`config.mk`:
```
export PLATFORM = sky130hd
export DESIGN_NAME = lockstep_compare
export DESIGN_NICKNAME = d
export VERILOG_FILES = /design/src/rtl/lockstep_pkg.sv /design/src/rtl/retire_fifo.sv /design/src/rtl/lockstep_judge.sv /design/src/rtl/lockstep_compare.sv
export SDC_FILE = /design/constraint.sdc
export NUM_CORES = 2
export LEC_CHECK = 0
export BUFFER_PORTS_ARGS = -buffer_cell sky130_fd_sc_hd__buf_2
export CAP_MARGIN = 20
export CORE_MARGIN = 2
export CORE_UTILIZATION = 40
export CTS_CLUSTER_DIAMETER = 120
export DETAILED_ROUTE_END_ITERATION = 12
export GPL_TIMING_DRIVEN = 0
export PLACE_DENSITY = 0.57
export SLEW_MARGIN = 10
export SYNTH_ARGS = -nofsm -noshare
export SYNTH_HDL_FRONTEND = slang
export SYNTH_SLANG_ARGS = --single-unit
```
`constraint.sdc`:
```
create_clock -name clk -period 6.9 [get_ports clk]
set_input_delay 0.345 -clock clk [delete_from_list [all_inputs] [get_ports clk]]
set_output_delay 0.345 -clock clk [all_outputs]
set_load 0.005 [all_outputs]
```
`src/rtl/lockstep_pkg.sv`:
```
package lockstep_pkg;

    parameter int XLEN   = 32;
    parameter int ORD_W  = 16;
    parameter int RA_W   = 5;
    parameter int MASK_W = XLEN / 8;

    typedef enum logic [2:0] {
        DIFF_NONE  = 3'd0,
        DIFF_PC    = 3'd1,
        DIFF_INSN  = 3'd2,
        DIFF_RDW   = 3'd3,
        DIFF_MEM   = 3'd4,
        DIFF_TRAP  = 3'd5,
        DIFF_ORDER = 3'd6
    } diff_code_e;

    typedef struct packed {
        logic [ORD_W-1:0]  order;
        logic [XLEN-1:0]   insn;
        logic [XLEN-1:0]   pc_before;
        logic [XLEN-1:0]   pc_after;
        logic [RA_W-1:0]   rd_addr;
        logic [XLEN-1:0]   rd_data;
        logic              trap;
        logic [XLEN-1:0]   mem_addr;
        logic [MASK_W-1:0] mem_rmask;
        logic [MASK_W-1:0] mem_wmask;
        logic [XLEN-1:0]   mem_rdata;
        logic [XLEN-1:0]   mem_wdata;
    } retire_rec_t;

    // Expand a byte-lane mask to a bit mask over the data word.
    function automatic logic [XLEN-1:0] lane_bits(input logic [MASK_W-1:0] m);
        logic [XLEN-1:0] b;
        for (int i = 0; i < MASK_W; i++) begin
            b[i*8 +: 8] = {8{m[i]}};
        end
        return b;
    endfunction

    // Classify a record pair; the order check dominates, then lowest group code.
    function automatic diff_code_e classify(input retire_rec_t a, input retire_rec_t b);
        logic rdw_bad;
        logic mem_bad;
        rdw_bad = (a.rd_addr != b.rd_addr) ||
                  ((a.rd_addr != '0) && (a.rd_data != b.rd_data));
        mem_bad = (a.mem_addr != b.mem_addr) ||
                  (a.mem_rmask != b.mem_rmask) ||
                  (a.mem_wmask != b.mem_wmask) ||
                  (((a.mem_rdata ^ b.mem_rdata) & lane_bits(a.mem_rmask)) != '0) ||
                  (((a.mem_wdata ^ b.mem_wdata) & lane_bits(a.mem_wmask)) != '0);
        if (a.order != b.order)                                           return DIFF_ORDER;
        if ((a.pc_before != b.pc_before) || (a.pc_after != b.pc_after))   return DIFF_PC;
        if (a.insn != b.insn)                                             return DIFF_INSN;
        if (rdw_bad)                                                      return DIFF_RDW;
        if (mem_bad)                                                      return DIFF_MEM;
        if (a.trap != b.trap)                                             return DIFF_TRAP;
        return DIFF_NONE;
    endfunction

endpackage

```
`src/rtl/retire_fifo.sv`:
```
module retire_fifo #(
    parameter type T     = logic,
    parameter int  DEPTH = 4
) (
    input  logic clk,
    input  logic flush,
    input  logic push,
    input  logic pop,
    input  T     din,
    output T     dout,
    output logic empty,
    output logic full
);
    localparam int PW = (DEPTH > 1) ? $clog2(DEPTH) : 1;
    localparam int CW = $clog2(DEPTH + 1);

    T               store [DEPTH];
    logic [PW-1:0]  wr_ptr;
    logic [PW-1:0]  rd_ptr;
    logic [CW-1:0]  fill;

    function automatic logic [PW-1:0] step(input logic [PW-1:0] p);
        return (p == PW'(DEPTH - 1)) ? '0 : p + PW'(1);
    endfunction

    always_ff @(posedge clk) begin
        if (push) begin
            store[wr_ptr] <= din;
        end
    end

    always_ff @(posedge clk) begin
        if (flush) begin
            wr_ptr <= '0;
            rd_ptr <= '0;
            fill   <= '0;
        end else begin
            if (push) wr_ptr <= step(wr_ptr);
            if (pop)  rd_ptr <= step(rd_ptr);
            fill <= fill + CW'(push) - CW'(pop);
        end
    end

    assign dout  = store[rd_ptr];
    assign empty = (fill == '0);
    assign full  = (fill == CW'(DEPTH));

    AST_NO_OVERFLOW: assert property (@(posedge clk) disable iff (flush) push |-> !full);
    AST_NO_UNDERFLOW: assert property (@(posedge clk) disable iff (flush) pop |-> !empty);

endmodule

```
`src/rtl/lockstep_judge.sv`:
```
module lockstep_judge
    import lockstep_pkg::*;
#(
    parameter int CNT_W = 32
) (
    input  logic             clk,
    input  logic             rst,
    input  logic             clear,
    input  retire_rec_t      ref_head,
    input  retire_rec_t      dut_head,
    input  logic             ref_empty,
    input  logic             dut_empty,
    output logic             pop,
    output logic             mismatch,
    output logic [ORD_W-1:0] fail_order,
    output diff_code_e       fail_code,
    output logic [CNT_W-1:0] match_count
);
    diff_code_e verdict;

    assign pop     = !ref_empty && !dut_empty && !mismatch;
    assign verdict = classify(ref_head, dut_head);

    always_ff @(posedge clk) begin
        if (rst || clear) begin
            mismatch    <= 1'b0;
            fail_order  <= '0;
            fail_code   <= DIFF_NONE;
            match_count <= '0;
        end else if (pop) begin
            if (verdict != DIFF_NONE) begin
                mismatch   <= 1'b1;
                fail_order <= ref_head.order;
                fail_code  <= verdict;
            end else begin
                match_count <= match_count + CNT_W'(1);
            end
        end
    end

    AST_STICKY_FLAG: assert property (@(posedge clk) disable iff (rst || clear)
        mismatch |=> mismatch);
    AST_FROZEN_REPORT: assert property (@(posedge clk) disable iff (rst || clear)
        mismatch |=> ($stable(match_count) && $stable(fail_order) && $stable(fail_code)));
    AST_CODE_PRESENT: assert property (@(posedge clk) disable iff (rst || clear)
        $rose(mismatch) |-> (fail_code != DIFF_NONE));
    AST_COUNT_STEP: assert property (@(posedge clk) disable iff (rst || clear)
        !mismatch |=> ((match_count == $past(match_count)) ||
                       (match_count == $past(match_count) + CNT_W'(1))));
    AST_CLEAR_IDLE: assert property (@(posedge clk) disable iff (rst)
        clear |=> (!mismatch && (match_count == '0) && (fail_code == DIFF_NONE)));

endmodule

```
`src/rtl/lockstep_compare.sv`:
```
module lockstep_compare
    import lockstep_pkg::*;
#(
    parameter int FIFO_DEPTH = 4,
    parameter int CNT_W      = 32
) (
    input  logic              clk,
    input  logic              rst,
    input  logic              clear,
    input  logic              ref_valid,
    output logic              ref_ready,
    input  logic [ORD_W-1:0]  ref_order,
    input  logic [XLEN-1:0]   ref_insn,
    input  logic [XLEN-1:0]   ref_pc_before,
    input  logic [XLEN-1:0]   ref_pc_after,
    input  logic [RA_W-1:0]   ref_rd_addr,
    input  logic [XLEN-1:0]   ref_rd_data,
    input  logic              ref_trap,
    input  logic [XLEN-1:0]   ref_mem_addr,
    input  logic [MASK_W-1:0] ref_mem_rmask,
    input  logic [MASK_W-1:0] ref_mem_wmask,
    input  logic [XLEN-1:0]   ref_mem_rdata,
    input  logic [XLEN-1:0]   ref_mem_wdata,
    input  logic              dut_valid,
    output logic              dut_ready,
    input  logic [ORD_W-1:0]  dut_order,
    input  logic [XLEN-1:0]   dut_insn,
    input  logic [XLEN-1:0]   dut_pc_before,
    input  logic [XLEN-1:0]   dut_pc_after,
    input  logic [RA_W-1:0]   dut_rd_addr,
    input  logic [XLEN-1:0]   dut_rd_data,
    input  logic              dut_trap,
    input  logic [XLEN-1:0]   dut_mem_addr,
    input  logic [MASK_W-1:0] dut_mem_rmask,
    input  logic [MASK_W-1:0] dut_mem_wmask,
    input  logic [XLEN-1:0]   dut_mem_rdata,
    input  logic [XLEN-1:0]   dut_mem_wdata,
    output logic              mismatch,
    output logic [ORD_W-1:0]  fail_order,
    output logic [2:0]        fail_code,
    output logic [CNT_W-1:0]  match_count
);
    localparam int NCH = 2;   // channel 0 = reference, channel 1 = core

    retire_rec_t       in_rec [NCH];
    retire_rec_t       head   [NCH];
    logic [NCH-1:0]    ch_valid;
    logic [NCH-1:0]    ch_ready;
    logic [NCH-1:0]    ch_empty;
    logic [NCH-1:0]    ch_full;
    logic              pop;
    diff_code_e        code_q;

    assign in_rec[0] = '{order: ref_order, insn: ref_insn, pc_before: ref_pc_before,
                         pc_after: ref_pc_after, rd_addr: ref_rd_addr, rd_data: ref_rd_data,
                         trap: ref_trap, mem_addr: ref_mem_addr, mem_rmask: ref_mem_rmask,
                         mem_wmask: ref_mem_wmask, mem_rdata: ref_mem_rdata,
                         mem_wdata: ref_mem_wdata};
    assign in_rec[1] = '{order: dut_order, insn: dut_insn, pc_before: dut_pc_before,
                         pc_after: dut_pc_after, rd_addr: dut_rd_addr, rd_data: dut_rd_data,
                         trap: dut_trap, mem_addr: dut_mem_addr, mem_rmask: dut_mem_rmask,
                         mem_wmask: dut_mem_wmask, mem_rdata: dut_mem_rdata,
                         mem_wdata: dut_mem_wdata};
    assign ch_valid  = {dut_valid, ref_valid};

    for (genvar c = 0; c < NCH; c++) begin : g_chan
        assign ch_ready[c] = !ch_full[c] && !mismatch;
        retire_fifo #(.T(retire_rec_t), .DEPTH(FIFO_DEPTH)) u_queue (
            .clk   (clk),
            .flush (rst || clear),
            .push  (ch_valid[c] && ch_ready[c]),
            .pop   (pop),
            .din   (in_rec[c]),
            .dout  (head[c]),
            .empty (ch_empty[c]),
            .full  (ch_full[c])
        );
    end

    lockstep_judge #(.CNT_W(CNT_W)) u_judge (
        .clk         (clk),
        .rst         (rst),
        .clear       (clear),
        .ref_head    (head[0]),
        .dut_head    (head[1]),
        .ref_empty   (ch_empty[0]),
        .dut_empty   (ch_empty[1]),
        .pop         (pop),
        .mismatch    (mismatch),
        .fail_order  (fail_order),
        .fail_code   (code_q),
        .match_count (match_count)
    );

    assign fail_code = code_q;
    assign ref_ready = ch_ready[0];
    assign dut_ready = ch_ready[1];

    AST_HALT_BLOCKS_INPUT: assert property (@(posedge clk) disable iff (rst)
        mismatch |-> (!ref_ready && !dut_ready));

endmodule

```
# Word-level counts from Yosys, hierarchy flattened
# Memory sizes are Yosys's and may differ from the RTL's. A register that Yosys moved wholly into a read port is not among the register bits.
# Index checks and enable logic that the tools add are counted.
[totals]
reg_bits = 66
mem_bits_rw = 2032
input_bits = 513
out_inout_bits = 54
wordCells = 115
n_memories = 2
[mem_list]
columns = ["memory", "words", "width", "rd", "rd_clocked_by_memory_dff", "write_ports", "line", "text"]
rows = [
  ["g_chan[0].u_queue.store", 4, 254, 1, 1, 1, "retire_fifo.sv:17", "T store [DEPTH];"],
  ["g_chan[1].u_queue.store", 4, 254, 1, 1, 1, "retire_fifo.sv:17", ""],
]
[classes]
n_addsub = 9
eq_ne = 16
muxes = 46
bitwise = 5
n_reduce_logical = 27
[op_table]
columns = ["operator", "n"]
rows = [
  ["$ne A32 B32 Y1", 5],
  ["$and A32 B32 Y32", 2],
  ["$reduce_bool A32 Y1", 2],
  ["$xor A32 B32 Y32", 2],
  ["$mux W3", 13],
  ["$add A32 B1 Y32 const B", 1],
  ["$mux W1", 25],
  ["$mux W2", 8],
  ["$ne A16 B16 Y1", 1],
  ["$add A2 B1 Y2 const B", 4],
  ["$eq A2 B2 Y1 const B", 4],
  ["$ne A4 B4 Y1", 2],
  ["$logic_and A1 B1 Y1", 7],
  ["$logic_or A1 B1 Y1", 7],
  ["$add A3 B1 Y3", 2],
  ["$eq A3 B3 Y1 const B", 2],
  ["$logic_not A3 Y1", 2],
  ["$sub A3 B1 Y3", 2],
  ["$logic_not A1 Y1", 5],
  ["$ne A5 B5 Y1", 1],
  ["$reduce_bool A5 Y1", 1],
  ["$reduce_and A2 Y1", 2],
  ["$reduce_bool A3 Y1", 1],
  ["$ne A1 B1 Y1", 1],
  ["$not A1 Y1", 1],
]

# Logic depth before layout (Yosys ltp)
[depth]
word_depth = 27
depth_mapped = 15
depth_no_buf = 11

# Cells and area by module
# A second synthesis with hierarchy kept.
[unflattened]
cells_unflattened = 3400
area_unflattened_um2 = 79458.7
[modules_own_cells]
columns = ["mod", "instances", "cells_each", "area_per_inst_um2", "seq_area_each_um2"]
rows = [
  ["retire_fifo", 2, 1369, 37009.2, 30689.4],
  ["lockstep_judge", 1, 657, 5411.4, 1041.0],
  ["lockstep_compare", 1, 5, 28.8, 0.0],
]

# Worst setup path before layout
# Ideal clock, no wire load.
[synth_timing]
path_type = "register -> register"
from = "register g_chan[0].u_queue.fill[1]"
to = "memory g_chan[0].u_queue.store[0][0] (netlist bit), enable pin"
setup_time_ns = 0.650
arrival_ns = 6.675
required_ns = 6.250
setup_slack_ns = -0.424
path_stages_with_launch = 4
n_path_buf = 0
synth_period_minus_slack_ns = 7.324
cell_sequence = "dfxtp_1 nor2_1 a21oi_1 and3_1"
[synth_via]
elab_chain_len = 6
[synth_lines]
columns = ["item", "line", "text"]
rows = [
  ["start, declared", "retire_fifo.sv:20", "logic [CW-1:0] fill;"],
  ["start signal, assigned", "retire_fifo.sv:40", "fill <= fill + CW'(push) - CW'(pop);"],
  ["$eq A3 B3 Y1", "retire_fifo.sv:46", "assign full = (fill == CW'(DEPTH));"],
  ["$logic_not A1 Y1", "lockstep_compare.sv:67", "assign ch_ready[c] = !ch_full[c] && !mismatch;"],
  ["$logic_and A1 B1 Y1", "lockstep_compare.sv:67", ""],
  ["net ref_ready", "lockstep_compare.sv:11", "output logic ref_ready,"],
  ["$logic_and A1 B1 Y1", "lockstep_compare.sv:71", ".push (ch_valid[c] && ch_ready[c]),"],
  ["$mux W1", "retire_fifo.sv:27", "if (push) begin"],
  ["$mux W1 (implied by the code)", "retire_fifo.sv:28", "store[wr_ptr] <= din;"],
  ["end, declared", "retire_fifo.sv:17", ""],
]
# The timed path passes the listed nets, and every way through them passes these cells.

==> run_results.csv <==
group,metric,value,unit
place,place_congestion,0.770,
layout,area_delta_synth_final,24.9,%
worst_setup_path,worst_path_max_delay_cell,"clkbuf_1",
sta,finalHoldViolCount,0,
sta,slew_headroom,24.2,%
grt,grt_max_degree,45,
worst_setup_path,reg2regPathDepth,15,
synthesis,synth_cell_type_count,41,
route,ant_nets,0,
route,vias,39694,
synthesis,async_flop_share,0,%
layout,drive_gt1_share,30.6,%
clocking,clk_pin_slew,60,ps
floorplan,row_count,163,
clocking,htree_levels,4,
place,dp_slack,-138,ps
route,drt-total-wl,214000,um
grt,grt_pass1_wl,304000,um
worst_setup_path,worstSetupEndpointType,"flip-flop",
route,routed_via_density,5.23,
worst_setup_path,path_cells,"buf_2 -> buf_2 -> buf_2 -> clkbuf_1 -> mux4_2 -> xnor2_1 -> nand4_1 -> o21ai_0 -> nand4_1 -> nor3_4 -> nand4_1 -> clkbuf_1 -> clkbuf_1 -> o31ai_1 -> a21oi_1",
synthesis,avgSynthCellArea,23.4,sq um
place,dpl_cell_area,0.0868,sq mm
sta,rsz0062_at_grt,"false",
synthesis,synthAdderAreaFrac,0.288,%
grt,grt.overflow.total,0,
place,dp.cells,6646,
floorplan,core_area,0.197,sq mm
worst_setup_path,critPathRequiredTime,7620,ps
synthesis,syn-num-nets,3911,
clocking,cts_setup_buffers,0,
outcome,status,"complete, no violations",
synthesis,synth_area,0.0791,sq mm
worst_setup_path,critPathLaunchType,"flip-flop",
synthesis,yosysWarningCount,0,
grt,grt_antenna_before_repair,79,
synthesis,yosys_most_used_dff,"edfxtp_1",
synthesis,synthTopCellsByArea,"edfxtp_1, mux4_2, dfxtp_1, xnor2_1, xor2_1",
synthesis,ys_ff_latch,2102,
synthesis,muxShareOfSynthArea,14.7,%
layout,fin_util,50.2,%
clocking,root_buffer,"clkbuf_16",
worst_setup_path,crit_path_end,"u_judge.match_count[25]",
floorplan,initial_core_util,40.2,%
layout,final_cells,7593,
layout,fillers,15909,
synthesis,synth-compound-area-share,0.624,%
sta,drv_slew,0,
worst_setup_path,critical_path_class,"reg -> reg",
clocking,cts_sinks,2102,
clocking,worst_skew_pair.late_latency,850,ps
place,post-dp-hpwl,145000,um
layout,final_net_count,5269,
route,drtIter0Drc,3661,
synthesis,synth_xor_area_share,2.88,%
worst_setup_path,arrival,7230,ps
synthesis,synth_edf_count,2032,
sta,setup_viol,0,
synthesis,synth_top_family_by_area,"multiplexers",
grt,track_usage,21.2,%
route,wl_per_cell,28.2,um
worst_setup_path,slowest_delay,780,ps
place,portBuffers,566,
worst_setup_path,critPathMaxFanout,10,
clocking,cts_tree,"built",
synthesis,syn-instance-count,3381,
power,p_leak,0.0320,uW
route,dr.pass1.iters,5,
floorplan,die-area,0.201,sq mm
synthesis,synth-seq-area-share,78.9,%
worst_setup_path,r2r_slack,390,ps
sta,clock_skew,28.1,ps
sta,min_period,6510,ps
floorplan,ios,567,
run,maxCapViolCount,0,
worst_hold_path,min_path_type,"in -> reg",
power,peakVddDrop,0.279,mV
layout,final_design_area_no_fill,0.0988,sq mm
synthesis,yosys.area_share.simple,1.69,%
route,drc_errors,0,
floorplan,die_w,449,um
synthesis,yosysTopAreaCell,"edfxtp_1",
clocking,cts.path.max_buffers,3,
floorplan,die_h,449,um
synthesis,synth_top_cell_area_share,77.1,%
sta,fin_ws,390,ps
sta,fmax,154,MHz
worst_setup_path,r2r_end,"u_judge.match_count[25]",
sta,worst_pin_slew,1140,ps
power,p_per_area,275,mW/mm^2
sta,post-route-period-util,94.4,%
clocking,numCtsBuffers,218,
grt,grt_pass1_vias,41306,
## where the power goes
group          switching, uW  total (uW)  internal [uW]  leakage, uW
sequential              68.2       14400          14400       0.0192
clock                   4800       11200           6450      0.00331
combinational            818        1550            730      0.00945
total                   5680       27200          21500       0.0320
## cell families (layout without fill, tap and decap cells)
| logic type | count (synthesis) | after routing |
|---|---|---|
| flip-flops | 2102 | 2102 |
| multiplexers | 525 | 525 |
| XOR/XNOR | 260 | 260 |
| AND/OR/NAND/NOR | 240 | 240 |
| buffers and inverters | 151 | 1689 |
| AO/OA/AOI/OAI | 86 | 86 |
| adder cells (fa/ha/maj) | 17 | 17 |
| other | 0 | 34 |
## worst min path at each step
stage | cells after the start | to | slack, ps | startpoint
floorplan | 0 | g_chan[0].u_queue.store[0][0] | 440 | ref_mem_wdata[0]
global placement | 2 | u_judge.fail_order[14] | 440 | u_judge.fail_order[14]
detailed placement | 2 | u_judge.fail_order[10] | 450 | u_judge.fail_order[10]
CTS | 2 | g_chan[1].u_queue.store[2][17] | 150 | dut_mem_wdata[17]
global route | 2 | g_chan[1].u_queue.store[3][18] | 200 | dut_mem_wdata[18]
finish | 2 | g_chan[1].u_queue.store[2][93] | 240 | dut_mem_addr[21]
## cells in the final DEF, fill, tap and decap left out, types with 59 or more instances in the layout
master	n
clkinv_1	60
edfxtp_1	2032
mux4_2	508
xor2_1	119
clkbuf_16	224
nand2_1	59
buf_2	605
dlygate4sd3_1	512
dfxtp_1	70
xnor2_1	141
clkbuf_1	103
## repair_timing
| item | 4_1_cts | 5_1_grt |
|---|---|---|
| hold buffers | 512 | 0 |
| gates resized for setup | 3 | 1 |
| endpoints found under the setup margin | 35 | 29 |
| pin swaps | 0 | 0 |
| endpoints found under the hold margin | 2037 | 0 |
## critical path: cells and delay by family, from the launching register on
| family | cells | cell delay, ps |
|---|---|---|
| AOI/OAI and AO/OA | 3 | 870 |
| xor gates and xnor gates | 1 | 440 |
| buffers and inverters | 6 | 2980 |
| DFF | 1 | 320 |
| muxes | 1 | 430 |
| and+or+nand+nor | 4 | 1250 |
## routing by layer
metal / wire length [um] / part of all wire (%) / GRT usage [%] / up-vias
met5: 65 / 0.030 / 0 / -
met3: 9210 / 4.3 / 3.11 / 383
met2: 111000 / 52 / 36.7 / 1128
met1: 87900 / 41 / 27.6 / 21139
li1: - / - / - / 17032
met4: 6420 / 3.0 / 6.59 / 12
## Yosys cell counts (3+ instances only)
cell type  count
edfxtp_1    2032
mux4_2       508
xnor2_1      141
xor2_1       119
dfxtp_1       70
nand2_1       59
clkbuf_1      52
nand4_1       49
a21oi_1       41
buf_2         38
nor4_1        33
nor2_1        21
o21ai_0       21
inv_1         17
mux2i_1       17
or3_1         17
buf_4         16
or4_1         16
buf_1         15
ha_1          15
o31ai_1       15
buf_6         13
and3_1        11
nand3_1        9
nor3_1         9
and2_1         6
or2_2          3
## metrics by stage
stage	hold WS [ps]	TNS (ps)	power (uW)
CTS	151	0	27500
detailed placement	448	-1220	16000
global placement	443	-5457860	16000
finish	243	0	27200
global route	197	0	28100
floorplan	444	-215040	15400
## layout make-up
type,count,area (sq um),area share [%]
Timing Repair Buffer,1138,9450,9.56
Clock inverter,120,963,0.975
Buffer,134,713,0.722
Clock buffer,280,5840,5.90
Multi-Input combinational cell,1128,16000,16.2
Antenna cell,34,85.1,0.0861
Inverter,17,63.8,0.0646
Sequential cell,2102,62400,63.2
Tap cell,2640,3300,3.34
## state kept, by name, indices dropped and copies added, names as in the netlist, named ones only
register	cells
g_chan.u_queue.wr_ptr	4
u_judge.fail_code	3
g_chan.u_queue.store	2032
u_judge.fail_order	16
g_chan.u_queue.fill	6
u_judge.match_count	32
u_judge.mismatch	1
g_chan.u_queue.rd_ptr	4
(Power assumes the default switching activity.)
